File: src/rtl/subch_pkg.sv
package subch_pkg;
  localparam int BYTE_W = 8;
  typedef logic [BYTE_W-1:0] sbyte_t;
endpackage

File: src/rtl/subch_bitclk.sv
module subch_bitclk #(
  parameter int DIV = 64
) (
  input  logic clk,
  input  logic rst,
  output logic sclk,
  output logic fall_tick
);
  localparam int CW = $clog2(DIV);
  localparam logic [CW-1:0] LAST = CW'(DIV - 1);
  localparam logic [CW-1:0] MID  = CW'(DIV / 2 - 1);

  logic [CW-1:0] cnt;

  assign fall_tick = (cnt == LAST);

  always_ff @(posedge clk) begin
    if (rst) begin
      cnt  <= '0;
      sclk <= 1'b0;
    end else begin
      cnt <= fall_tick ? '0 : cnt + 1'b1;
      if (cnt == MID) sclk <= 1'b1;
      else if (fall_tick) sclk <= 1'b0;
    end
  end
endmodule

File: src/rtl/subch_fifo.sv
module subch_fifo
  import subch_pkg::*;
#(
  parameter int DEPTH = 4
) (
  input  logic   clk,
  input  logic   rst,
  input  logic   flush,
  input  logic   push,
  input  sbyte_t wdata,
  input  logic   pop,
  output sbyte_t rdata,
  output logic   full,
  output logic   empty
);
  localparam int AW = (DEPTH > 1) ? $clog2(DEPTH) : 1;

  sbyte_t        mem [DEPTH];
  logic [AW-1:0] wr_ptr, rd_ptr;
  logic [AW:0]   count;

  assign full  = (count == (AW+1)'(DEPTH));
  assign empty = (count == '0);
  assign rdata = mem[rd_ptr];

  always_ff @(posedge clk) begin
    if (push) mem[wr_ptr] <= wdata;
  end

  always_ff @(posedge clk) begin
    if (rst || flush) begin
      wr_ptr <= '0;
      rd_ptr <= '0;
      count  <= '0;
    end else begin
      if (push) wr_ptr <= (wr_ptr == AW'(DEPTH - 1)) ? '0 : wr_ptr + 1'b1;
      if (pop)  rd_ptr <= (rd_ptr == AW'(DEPTH - 1)) ? '0 : rd_ptr + 1'b1;
      count <= count + (push ? 1'b1 : 1'b0) - (pop ? 1'b1 : 1'b0);
    end
  end
endmodule

File: src/rtl/subch_shifter.sv
module subch_shifter
  import subch_pkg::*;
(
  input  logic   clk,
  input  logic   rst,
  input  logic   en,
  input  logic   fall_tick,
  input  logic   empty,
  input  sbyte_t head,
  output logic   pop,
  output logic   sdata,
  output logic   svalid
);
  sbyte_t     sreg;
  logic [3:0] left;

  assign pop = fall_tick && en && (left == '0) && !empty;

  always_ff @(posedge clk) begin
    if (rst) begin
      sreg   <= '0;
      left   <= '0;
      sdata  <= 1'b0;
      svalid <= 1'b0;
    end else if (fall_tick) begin
      if (!en) begin
        left   <= '0;
        sdata  <= 1'b0;
        svalid <= 1'b0;
      end else if (left != '0) begin
        sdata  <= sreg[BYTE_W-1];
        sreg   <= sreg << 1;
        left   <= left - 1'b1;
        svalid <= 1'b1;
      end else if (!empty) begin
        sdata  <= head[BYTE_W-1];
        sreg   <= head << 1;
        left   <= 4'(BYTE_W - 1);
        svalid <= 1'b1;
      end else begin
        sdata  <= 1'b0;
        svalid <= 1'b0;
      end
    end
  end
endmodule

File: src/rtl/subch_serial_out.sv
module subch_serial_out
  import subch_pkg::*;
#(
  parameter int NCH   = 3,
  parameter int DIV   = 64,
  parameter int DEPTH = 4
) (
  input  logic                  clk,
  input  logic                  rst,
  input  logic [NCH-1:0]        ch_en,
  input  logic [NCH*BYTE_W-1:0] in_data,
  input  logic [NCH-1:0]        in_valid,
  output logic [NCH-1:0]        in_ready,
  output logic                  sclk,
  output logic [NCH-1:0]        sdata,
  output logic [NCH-1:0]        svalid,
  output logic [NCH-1:0]        ovf_err
);
  logic fall_tick;

  subch_bitclk #(.DIV(DIV)) u_bitclk (
    .clk       (clk),
    .rst       (rst),
    .sclk      (sclk),
    .fall_tick (fall_tick)
  );

  for (genvar i = 0; i < NCH; i++) begin : g_lane
    logic   full, empty, push, pop;
    sbyte_t head;

    assign in_ready[i] = ch_en[i] && !full;
    assign push        = in_valid[i] && in_ready[i];

    subch_fifo #(.DEPTH(DEPTH)) u_fifo (
      .clk   (clk),
      .rst   (rst),
      .flush (!ch_en[i]),
      .push  (push),
      .wdata (in_data[i*BYTE_W +: BYTE_W]),
      .pop   (pop),
      .rdata (head),
      .full  (full),
      .empty (empty)
    );

    subch_shifter u_shift (
      .clk       (clk),
      .rst       (rst),
      .en        (ch_en[i]),
      .fall_tick (fall_tick),
      .empty     (empty),
      .head      (head),
      .pop       (pop),
      .sdata     (sdata[i]),
      .svalid    (svalid[i])
    );

    always_ff @(posedge clk) begin
      if (rst) ovf_err[i] <= 1'b0;
      else if (ch_en[i] && in_valid[i] && full) ovf_err[i] <= 1'b1;
    end
  end
endmodule

File: config.mk
export PLATFORM = sky130hd
export DESIGN_NAME = subch_serial_out
export DESIGN_NICKNAME = d
export VERILOG_FILES = /design/src/rtl/subch_pkg.sv /design/src/rtl/subch_bitclk.sv /design/src/rtl/subch_fifo.sv /design/src/rtl/subch_shifter.sv /design/src/rtl/subch_serial_out.sv
export SDC_FILE = /design/constraint.sdc
export NUM_CORES = 1
export LEC_CHECK = 0
export ABC_AREA = 1
export BUFFER_PORTS_ARGS = -buffer_cell sky130_fd_sc_hd__buf_2
export CAP_MARGIN = 15
export CORE_MARGIN = 1.5
export CORE_UTILIZATION = 40
export DETAILED_ROUTE_END_ITERATION = 16
export PLACE_DENSITY = 0.62
export REMOVE_ABC_BUFFERS = 1
export SETUP_SLACK_MARGIN = 0.15
export SLEW_MARGIN = 20
export SYNTH_ARGS = -nofsm -noshare
export SYNTH_HDL_FRONTEND = slang
export SYNTH_SLANG_ARGS = --single-unit
File: constraint.sdc
create_clock -name clk -period 3.2 [get_ports clk]
set_input_delay 0.16 -clock clk [delete_from_list [all_inputs] [get_ports clk]]
set_output_delay 0.16 -clock clk [all_outputs]
set_load 0.05 [all_outputs]
Word-level counts from Yosys, hierarchy flattened. Memory sizes are Yosys's and may differ from the RTL's. A register that Yosys moved wholly into a read port is not among the register bits. Index checks and enable logic that the tools add are counted.

Memories kept: 3. Input bits: 32. Bits in latches: 0. RAM bits: 96. Memory bits (read-only): 0. Output and inout bits: 13. Logic and storage cells: 171. Bits in registers: 73.

Bitwise operators: 0. Add/subtract/negate cells: 16. Divide/modulo/power cells: 0. Muxes and demuxes: 59. Reductions and logical operators: 50. Magnitude comparators: 0. Eq/ne operators: 17. Shifts and indexed selects: 0. $mul: 0.

Memories: g_lane[0].u_fifo.mem (depth 4, bits a word 8, rd ports 1, clocked after memory_dff 1, write ports 1, RTL line subch_fifo.sv:18) `sbyte_t mem [DEPTH];`; g_lane[1].u_fifo.mem (depth 4, bits a word 8, rd ports 1, clocked after memory_dff 1, write ports 1, RTL line subch_fifo.sv:18); g_lane[2].u_fifo.mem (depth 4, bits a word 8, rd ports 1, clocked after memory_dff 1, write ports 1, RTL line subch_fifo.sv:18).

Operator list (number): 8-bit two-way mux (6); 4-bit two-way mux (9); 1-bit two-way mux (32); 2-bit two-way mux (12); 1-bit logical AND (21); 2-bit by 1-bit adder with 2-bit output, second input constant (6); 2-bit equality test, second input constant (6); 4-bit zero test (3); 4-bit nonzero test (3); 4-bit by 1-bit subtractor with 4-bit output, second input constant (3); 3-bit adder (3); 3-bit equality test, second input constant (3); 1-bit zero test (9); 3-bit zero test (3); 3-bit inequality test, second input constant (3); 3-bit AND reduction (3); 3-bit subtractor (3); 6-bit by 1-bit adder with 6-bit output, second input constant (1); 6-bit by 5-bit equality test with 1-bit output, second input constant (1); 6-bit equality test, second input constant (1); 2-bit inequality test, second input constant (3); 2-bit AND reduction (3); 1-bit logical OR (3); 2-bit nonzero test (1); 2-bit OR reduction (1).

Longest topological paths before layout. Gate-level depths: netlist (run 1).

Depth after elaboration: 7. Depth in mapped cells: 13. Gate-level depth less buffers: 13.

Hierarchy. A second synthesis (run 1) with hierarchy kept.

Cells, all modules: 863. Area, all modules: 7901.3 um^2.

By module, submodules not included: subch_fifo at g_lane[1].u_fifo ... (area each 1746.7 um^2, seq. area each 1141.1 um^2, cells an instance 153, instances 2); subch_shifter (area each 732.0 um^2, seq. area each 260.2 um^2, cells an instance 115, instances 3); subch_fifo at g_lane[0].u_fifo (area each 1756.7 um^2, seq. area each 1141.1 um^2, cells an instance 153, instances 1); subch_bitclk (area each 309.0 um^2, seq. area each 140.1 um^2, cells an instance 35, instances 1); subch_serial_out (area each 146.4 um^2, seq. area each 60.1 um^2, cells an instance 24, instances 1).

Worst setup path after synthesis (run 1). No wires, ideal clock.

Path kind: register to register. Start: register g_lane[1].u_shift.left[0]. End: register g_lane[1].u_fifo.count[2]. Setup time: 0.122 ns. Buffers on the path: 0. Arrival time: 2.258 ns. Required time: 3.078 ns. Stages on the path, launching flop included: 14. Path slack: 0.820 ns. Period minus slack after synthesis: 2.380 ns. Path through: dfxtp_1 inv_1 ha_1 nand3_1 clkinv_1 nand2_1 nor2_2 ha_1 inv_1 ha_1 fa_1 xor2_1 o21ai_0 a21oi_1.

Longest elaborated chain between the ends: 5.

Ends and longest elaborated chain: start, declared (RTL line subch_shifter.sv:15) `logic [3:0] left;`; start signal, assigned (RTL line subch_shifter.sv:33) `left <= left - 1'b1;`; start signal, assigned (RTL line subch_shifter.sv:38) `left <= 4'(BYTE_W - 1);`; 4-bit zero test (RTL line subch_shifter.sv:17) `assign pop = fall_tick && en && (left == '0) && !empty;`; 1-bit logical AND (2 in series) (RTL line subch_shifter.sv:17); via g_lane[1].pop (RTL line subch_serial_out.sv:29) `logic full, empty, push, pop;`; 1-bit two-way mux (RTL line subch_fifo.sv:38) `count <= count + (push ? 1'b1 : 1'b0) - (pop ? 1'b1 : 1'b0);`; 3-bit subtractor (RTL line subch_fifo.sv:38); end signal, assigned (RTL line subch_fifo.sv:38); end, declared (RTL line subch_fifo.sv:20) `logic [AW:0] count;`.

The timed path passes the listed nets, and every way through them passes these cells. A chain may end at the register's enable or synchronous reset.

Worst setup path in the final report (run 1). Ends and elaborated chain as after synthesis.

==> results of run 1 <==
sequential cells by signal, indices dropped and copies added, names as in the netlist, named ones only:
register,count
g_lane.u_fifo.count,9
g_lane.u_shift.sdata,3
g_lane.u_shift.left,12
u_bitclk.sclk,1
u_bitclk.cnt,6
g_lane.u_fifo.mem,96
g_lane.u_fifo.wr_ptr,6
ovf_err,3
g_lane.u_fifo.rd_ptr,6
g_lane.u_shift.svalid,3
g_lane.u_shift.sreg,21
layout make-up:
cell class | instances | area, sq um | share of cell area
clock buffers | 17 | 425 | 0.0467
clock inverters | 15 | 183 | 0.0200
inverters | 112 | 420 | 0.0461
multi-input cells | 590 | 2820 | 0.310
flip-flops and latches | 172 | 4400 | 0.483
well taps | 260 | 325 | 0.0357
repair buffers | 77 | 536 | 0.0587
cell usage in the layout, fill, tap and decap left out, types with 24 or more instances in the layout:
cell type	instances
edfxtp_1	96
dlygate4sd3_1	27
nor2_1	131
dfxtp_1	76
nand3_1	67
buf_2	44
inv_1	111
a21oi_1	32
o21ai_0	24
ha_1	26
nand2_1	269
synthesized netlist by cell type:
master,number,area share
xnor2_1,1,0.0011
clkinv_1,1,0.00048
nor2_1,131,0.063
dfxtp_1,76,0.20
a21oi_1,32,0.021
nor2_4,4,0.0058
buf_6,1,0.0014
inv_1,111,0.054
buf_2,13,0.0084
clkbuf_1,2,0.00097
edfxtp_1,96,0.37
nand2_4,1,0.0014
o21ai_0,24,0.015
fa_1,3,0.0077
nand4_1,2,0.0016
nand2_2,7,0.0056
ha_1,26,0.042
or2_2,11,0.0088
nand2_1,269,0.13
nand3_1,67,0.043
buf_4,6,0.0058
o21ai_2,1,0.0011
nand3_2,2,0.0026
nor2_2,2,0.0016
o21ai_1,1,0.00064
buf_1,1,0.00048
nand3_4,1,0.0023
xor2_1,2,0.0023
nor3_4,3,0.0063
logic make-up after synthesis:
family	after synthesis	synth area share
AND/OR/NAND/NOR	500	0.272
buffers and inverters	135	0.0711
adder cells (fa/ha/maj)	29	0.0495
AO/OA/AOI/OAI	58	0.0378
flip-flops	172	0.566
XOR/XNOR	3	0.00338
timing repair:
item / in CTS / in global routing
endpoints found under the hold margin: 99 / 0
gates resized for setup: 0 / 0
buffers inserted: 0 / 0
setup endpoints to repair: 0 / 0
hold buffers: 27 / 0
path summary, 6_finish.rpt:
check | from | to | slack (ps) | depth (start not counted)
worst min register to register | g_lane[0].u_shift.svalid | g_lane[0].u_shift.svalid | 450 | 2
worst max register to register | g_lane[1].u_shift.left[0] | g_lane[1].u_fifo.count[2] | 590 | 13
worst min-delay path | rst | g_lane[2].u_shift.sreg[1] | 120 | 2
worst max-delay path | g_lane[1].u_shift.left[0] | g_lane[1].u_fifo.count[2] | 590 | 13
report_power, final:
part | switching (uW) | total [uW] | leakage (uW) | internal [uW]
clock network | 924 | 2110 | 0.000296 | 1180
logic | 115 | 182 | 0.00221 | 66.3
registers | 10.1 | 2370 | 0.00149 | 2360
metal layers:
metal / part of all wire / vias up / wire length (um)
li1: - / 2985 / -
met1: 0.49 / 2516 / 7520
met2: 0.46 / 80 / 6990
met3: 0.035 / 15 / 532
met4: 0.015 / 0 / 231
met5: 0 / - / 0
stage by stage:
step	hold slack [ps]	total power, uW	setup slack [ps]	area, sq um
after floorplan	229	2500	592	7650
after CTS	115	4700	571	9120
after detailed placement	375	2580	601	8240
final	124	4660	589	9120
after global routing	113	4820	336	9120
after global placement	374	2570	642	8240
worst max-delay path, cell delays in order (launching register included):
cell	delay [ps]
dfxtp_1	320
inv_1	80
ha_1	220
nand3_1	110
clkinv_1	220
nand2_1	150
nor2_2	70
ha_1	270
inv_1	40
ha_1	190
fa_1	440
xor2_1	180
o21ai_0	150
a21oi_1	50
==> metrics.txt, run 1 <==
outcome=completed; Crit path arrival time=2930 ps; Layout fillers=1783; # rows=50; final setup fails=0; antenna-violating nets left=0; hpwl dp=10400 um; Slew Viols, Final=0; Avg Cell Area, Syn=8.67 sq um; Tmin final=2610 ps; Util after Layout=0.483; kind of critical path=reg -> reg; crit path capture type=flip-flop; final setup TNS=0 ps; power per cell area=511 nW/um^2; GR met2 Demand/Resource=0.265; Critical Path Fanout Max=8; Clock Tree Buf Depth=2; total CTS buffers=17; busiest grt layer=met2; met1 Use GR=0.219; YS warnings=0; Hold Violations, Final=0; Peak supply drop=0.000378 V; nets@finish=1031; drt pass-1 iters=5; Ports=45; antenna cells=0; cell area after synthesis=7780 sq um; DRT Wirelength=15300 um; count of different cell masters after synthesis=29; met3 Usage GRT=0.0347; placed cell count=1184; via count=5596; Rel. slew slack=0.408; Chip Height=142 um; Residual DRC=0; H-tree depth=4; flops & latches, synth=172; CTS root buf=clkbuf_16; Max Clk Rate=0.383 GHz; Starting Density=0.412; DIE AREA=20300 sq um; clk sinks=172; max cap viols=0; global route overflow=0; TritonCTS clock tree=built; Worst Tran Pin Value=886 ps; largest net degree at the start of global routing=23; GPL Wtd Cong=0.778; Leak=0.00399 uW; Worst-Skew Late Latency=430 ps; Final Skew=8.14 ps; Area growth, synth to finish=17.2%; synthesized instance count=897; hold crit path type=in -> reg; sequential share of the synthesized area=0.566; non-filler instance count after layout=1243; Chip Width=142 um; IO buf count=44; CP startpoint kind=flip-flop; fin crit share=0.816; 1st-iter DRT viols=295; unrepaired setup endpoints after global routing=no; first-pass GRT wire length=25900 um; Core ar.=18900 sq um; antenna violations before repair=0; WL/cell=12.3 um; Total GRT Usage=0.165; Critical Path RT=3520 ps; Worst-path clk slew=70 ps; share of cells above drive strength 1=0.116; vias in the first global route=5347; Avg Vias per Cell=4.50
Note: power is estimated with default switching activity, not from simulation.
==> run 2: changes to the inputs <==
- PLACE_DENSITY: 0.62 -> 0.64
- clock period: 3.2 -> 2.1 ns (I/O delays scaled with it)
==> run 2 against run 1 <==
Net effect: routed wire length is 5.4% higher; sequential share of layout area is 2.5 points lower; count of clock-buffer cells in the layout stayed put; highest routed layer unchanged; design area is 5.5% higher; maximum frequency is 24% higher; global-route usage is 0.25 points higher; non-clock buffer count is 53 higher; first-iteration DRC count is 24% higher; cell count is 4.3% higher; critical path depth is 1 lower; critical path type unchanged; combinational power is 66% higher.
==> metrics.txt, run 2 (synthesized netlist as in run 1, its figures left out) <==
CP startpoint kind=flip-flop; end point of the critical path=g_lane[0].u_fifo.count[1]; Worst-Skew Late Latency=430 ps; most flop-heavy register=g_lane.u_fifo.mem; critical path's slowest cell=fa_2; Residual DRC=0; kind of critical path=reg -> reg; Area growth, synth to finish=23.6%; unrepaired setup endpoints after global routing=yes; antenna-violating nets left=0; Chip Width=142 um; crit path capture type=flip-flop; antenna violations before repair=0; Leak=0.00425 uW; drt pass-1 iters=5; fin crit share=0.999; Tmin final=2100 ps; 1st-iter DRT viols=367; GPL Wtd Cong=0.765; power per cell area=719 nW/um^2; Worst-path clk slew=70 ps; hold crit path type=in -> reg; Ports=45; top flop regs=g_lane.u_fifo.mem: 96 flops, g_lane.u_shift.sreg: 21 flops, g_lane.u_shift.left: 12 flops; r2r startpoint=u_bitclk.cnt[0]; commonest non-fill, non-tap cells in the layout=nand2_1 (261), nor2_1 (130), inv_1 (106); DRT Wirelength=16100 um; # rows=50; Layout fillers=1764; via count=5899; final setup TNS=0 ps; Total GRT Usage=0.167; Crit. Startpoint=u_bitclk.cnt[0]; overall power=6920 uW; Clock Tree Buf Depth=2; Critical Path Fanout Max=4; Avg Vias per Cell=4.55; CTS root buf=clkbuf_16; WL/cell=12.4 um; Max Clk Rate=0.477 GHz; Rel. slew slack=0.655; Final Skew=9.50 ps; hpwl dp=10900 um; critical path's largest stage delay=550 ps; max cap viols=0; FF-to-FF End=g_lane[0].u_fifo.count[1]; share of cells above drive strength 1=0.195; Critical Path RT=2460 ps; clk sinks=172; commonest non-fill, non-tap cell in the layout=nand2_1; first-pass GRT wire length=26600 um; total CTS buffers=17; TritonCTS clock tree=built; Slew Viols, Final=0; DIE AREA=20300 sq um; Worst Tran Pin Value=512 ps; outcome=completed; H-tree depth=4; Core ar.=18900 sq um; Peak supply drop=0.000556 V; largest net degree at the start of global routing=19; IO buf count=44; final setup fails=0; global route overflow=0; CP Cell Sequence=ha_4 > nand3_4 > nor2_4 > buf_4 > buf_6 > nand2_2 > nor2_4 > nand2_2 > buf_4 > fa_2 > inv_1 > nor2_1; reg2reg setup slack=2 ps; worst hold slack=68.5 ps; vias in the first global route=5565; Hold Violations, Final=0; Largest register FFs=96; nets@finish=1084; Chip Height=142 um; Crit path arrival time=2460 ps; FF-to-FF path depth=12; Starting Density=0.412; antenna cells=0
run 2: cell types whose count changed in the layout (fill, tap and decap cells not counted), sizes merged:
cell | before | now
buf | 50 | 103
bufinv | 2 | 0
clkinv | 7 | 3
clkinvlp | 1 | 4
inv | 117 | 120
run 2: worst max-delay path: cells and delay by family (launching register included):
| family | cells | cell delay, ps |
|---|---|---|
| and+or+nand+nor | 6 | 580 |
| DFF | 1 | 350 |
| buffers and inverters | 4 | 400 |
| adders and majority gates | 2 | 700 |
run 2: power by group:
group,leakage (uW),switching (uW),internal [uW]
logic,0.00249,182,121
clock network,0.000272,1430,1580
registers,0.00149,17.2,3590
total,0.00425,1630,5290
run 2: metrics by stage:
step                instance area (sq um)  setup slack [ps]  utilization  instances
finish                               9620              2.14        0.509       1296
global route                         9620             -86.4        0.509       1296
CTS                                  9500              30.8        0.503       1289
detailed placement                   8560              -317        0.453       1227
global placement                     8560              -278        0.453       1227
floorplan                            7650              -508            -        874
run 2: layout make-up:
class | instances | area, sq um | share of cell area
well taps | 260 | 325 | 0.0338
clock inverters | 15 | 145 | 0.0151
multi-input cells | 590 | 2950 | 0.306
repair buffers | 130 | 941 | 0.0978
flip-flops and latches | 172 | 4410 | 0.458
inverters | 112 | 427 | 0.0444
clock buffers | 17 | 425 | 0.0442
run 2: layer usage:
metal | up-vias | global-route usage | part of all wire
met4 | 0 | 0.0548 | 0.013
met1 | 2687 | 0.224 | 0.48
met3 | 13 | 0.0343 | 0.037
met2 | 113 | 0.272 | 0.47
li1 | 3086 | - | -
met5 | - | 0 | 0
run 2: worst min path at each step:
stage                           start                         end  slack (ps)  cells after the start
after detailed placement  in_data[23]  g_lane[2].u_fifo.mem[1][7]         320                      1
after CTS                    ch_en[0]   g_lane[0].u_shift.left[3]          50                      3
final                        ch_en[0]   g_lane[0].u_shift.left[3]          70                      3
after global routing              rst   g_lane[0].u_shift.sreg[1]         100                      2
after global placement     in_data[0]  g_lane[0].u_fifo.mem[3][0]         320                      1
after floorplan                   rst   g_lane[0].u_shift.sreg[1]         170                      1
run 2: timing repair:
item	4_1_cts	5_1_grt
resized for setup	28	20
setup buffers	3	7
endpoints found under the setup margin	6	6
endpoints found under the hold margin	99	0
hold buffers	27	0
pin swaps	16	11
==> run 3: changes to the inputs <==
- PLACE_DENSITY: 0.64 -> unset
- PLACE_DENSITY_LB_ADDON: unset -> 0.05
==> run 3 against run 2 <==
Net effect: the run now ends with negative setup slack left; cell count rose by 0.54%; count of clock-buffer cells in the layout did not move; worst hold slack got worse by 19 ps; maximum frequency fell by 0.74%; die area did not move; non-clock buffer count rose by 7; first-iteration DRC count fell by 30%; global-route usage rose by 1.0 points; largest cell class unchanged; largest power group unchanged; sequential share of layout area fell by 0.48 points; design area rose by 1.1%.
==> metrics.txt, run 3 (synthesized netlist as in run 1, its figures left out) <==
CTS root buf=clkbuf_16; final setup fails=1; DRT Wirelength=16900 um; Critical Path Fanout Max=4; Rel. slew slack=0.698; fin crit share=1.01; Core ar.=18900 sq um; post-placement cell area=8590 sq um; overall power=6990 uW; failing checks=negative setup slack; DIE AREA=20300 sq um; CP startpoint kind=flip-flop; max cap viols=0; Starting Density=0.412; Max Clk Rate=0.473 GHz; clk sinks=172; critical path's slowest cell=dfxtp_4; total CTS buffers=17; Final Skew=11.8 ps; antenna cells=0; critical path's largest stage delay=370 ps; WL/cell=13.0 um; CP Cell Sequence=ha_4 > nand3_4 > nor2_4 > nand2_2 > nor2_4 > ha_4 > inv_2 > ha_4 > fa_2 > xor2_2 > o21ai_1 > a21oi_1; global route overflow=0; TritonCTS clock tree=built; GPL Wtd Cong=0.782; antenna violations before repair=0; Leak=0.00429 uW; Chip Width=142 um; antenna-violating nets left=0; crit path capture type=flip-flop; power per cell area=718 nW/um^2; commonest non-fill, non-tap cells in the layout=nand2_1 (259), nor2_1 (130), inv_1 (105); drt pass-1 iters=5; Layout fillers=1809; nets@finish=1091; Chip Height=142 um; Avg Vias per Cell=4.49; Residual DRC=0; unrepaired setup endpoints after global routing=yes; vias in the first global route=5487; Largest register FFs=96; PnR worst setup slack=-13.4 ps; top cell family by delay on the critical path=adder cells; worst hold slack=49.4 ps; # rows=50; Hold Violations, Final=0; Peak supply drop=0.000560 V; CP most frequent cell=ha_4; commonest non-fill, non-tap cell in the layout=nand2_1; Clock Tree Buf Depth=2; IO buf count=44; first-pass GRT wire length=27600 um; share of cells above drive strength 1=0.202; Worst-path clk slew=70 ps; hold crit path type=in -> reg; H-tree depth=4; Reg area=4410 sq um; CP bufs+invs=1; multi-input logic area=3000 sq um; top flop regs=g_lane.u_fifo.mem: 96 flops, g_lane.u_shift.sreg: 21 flops, g_lane.u_shift.left: 12 flops; most flop-heavy register=g_lane.u_fifo.mem; Slew Viols, Final=0; outcome=complete, but fails checks; Worst Tran Pin Value=451 ps; kind of critical path=reg -> reg; Ports=45; Design Area, Final=9730 sq um; Worst-Skew Late Latency=430 ps; largest net degree at the start of global routing=19; 1st-iter DRT viols=258; Area growth, synth to finish=25.0%; Total GRT Usage=0.178; Critical Path RT=2420 ps; Crit path arrival time=2440 ps; via count=5849; Tmin final=2110 ps; hpwl dp=11200 um
[run 3: cell types whose count changed in the layout (fill, tap and decap cells not counted), sizes merged]
cell      previous run  this run
clkinv               3         5
clkinvlp             4         2
buf                103       110
[run 3: per-stage QoR]
step           instances  setup WS, ps  setup TNS [ps]   util
6_report            1303         -13.4           -13.4  0.515
5_1_grt             1303         -93.4            -236  0.515
4_1_cts             1298         -23.2           -23.2  0.506
3_5_place_dp        1231          -394           -1470  0.455
3_3_place_gp        1231          -333           -1210  0.455
2_1_floorplan        874          -508            -954      -
[run 3: worst paths after layout]
path / from / to / slack (ps) / depth (start not counted)
worst max-delay path: u_bitclk.cnt[0] / g_lane[1].u_fifo.count[2] / -10 / 12
worst min-delay path: ch_en[0] / g_lane[0].u_shift.left[3] / 50 / 3
worst max register to register: u_bitclk.cnt[0] / g_lane[1].u_fifo.count[2] / -10 / 12
worst min register to register: g_lane[2].u_shift.svalid / g_lane[2].u_shift.svalid / 450 / 2
[run 3: repair_timing]
action | 4_1_cts | 5_1_grt
endpoints found under the hold margin | 99 | 0
cloned | 0 | 0
hold buffers | 27 | 0
endpoints found under the setup margin | 7 | 10
setup buffers | 8 | 5
resized for setup | 27 | 30
pin swaps | 15 | 13
[run 3: tightest hold or removal path: stages]
cell	delay, ps
buf_2	140
nand2_4	90
o21ai_0	90
[run 3: cell type report]
type / count / area share
repair buffers: 137 / 0.103
flip-flops and latches: 172 / 0.454
clock buffers: 17 / 0.0437
clock inverters: 15 / 0.0151
inverters: 112 / 0.0435
well taps: 260 / 0.0334
multi-input cells: 590 / 0.308
[run 3: power breakdown]
group | switching, uW | internal (uW) | leakage [uW]
logic | 189 | 125 | 0.00253
registers | 16.9 | 3590 | 0.00149
clock network | 1480 | 1580 | 0.000276
[run 3: routing by layer]
metal / up-vias / part of all wire / GRT usage / wire length [um]
li1: 3103 / - / - / -
met1: 2655 / 0.50 / 0.242 / 8500
met2: 77 / 0.46 / 0.282 / 7730
met3: 14 / 0.032 / 0.0410 / 545
met4: 0 / 0.0096 / 0.0537 / 163
met5: - / 0 / 0 / 0
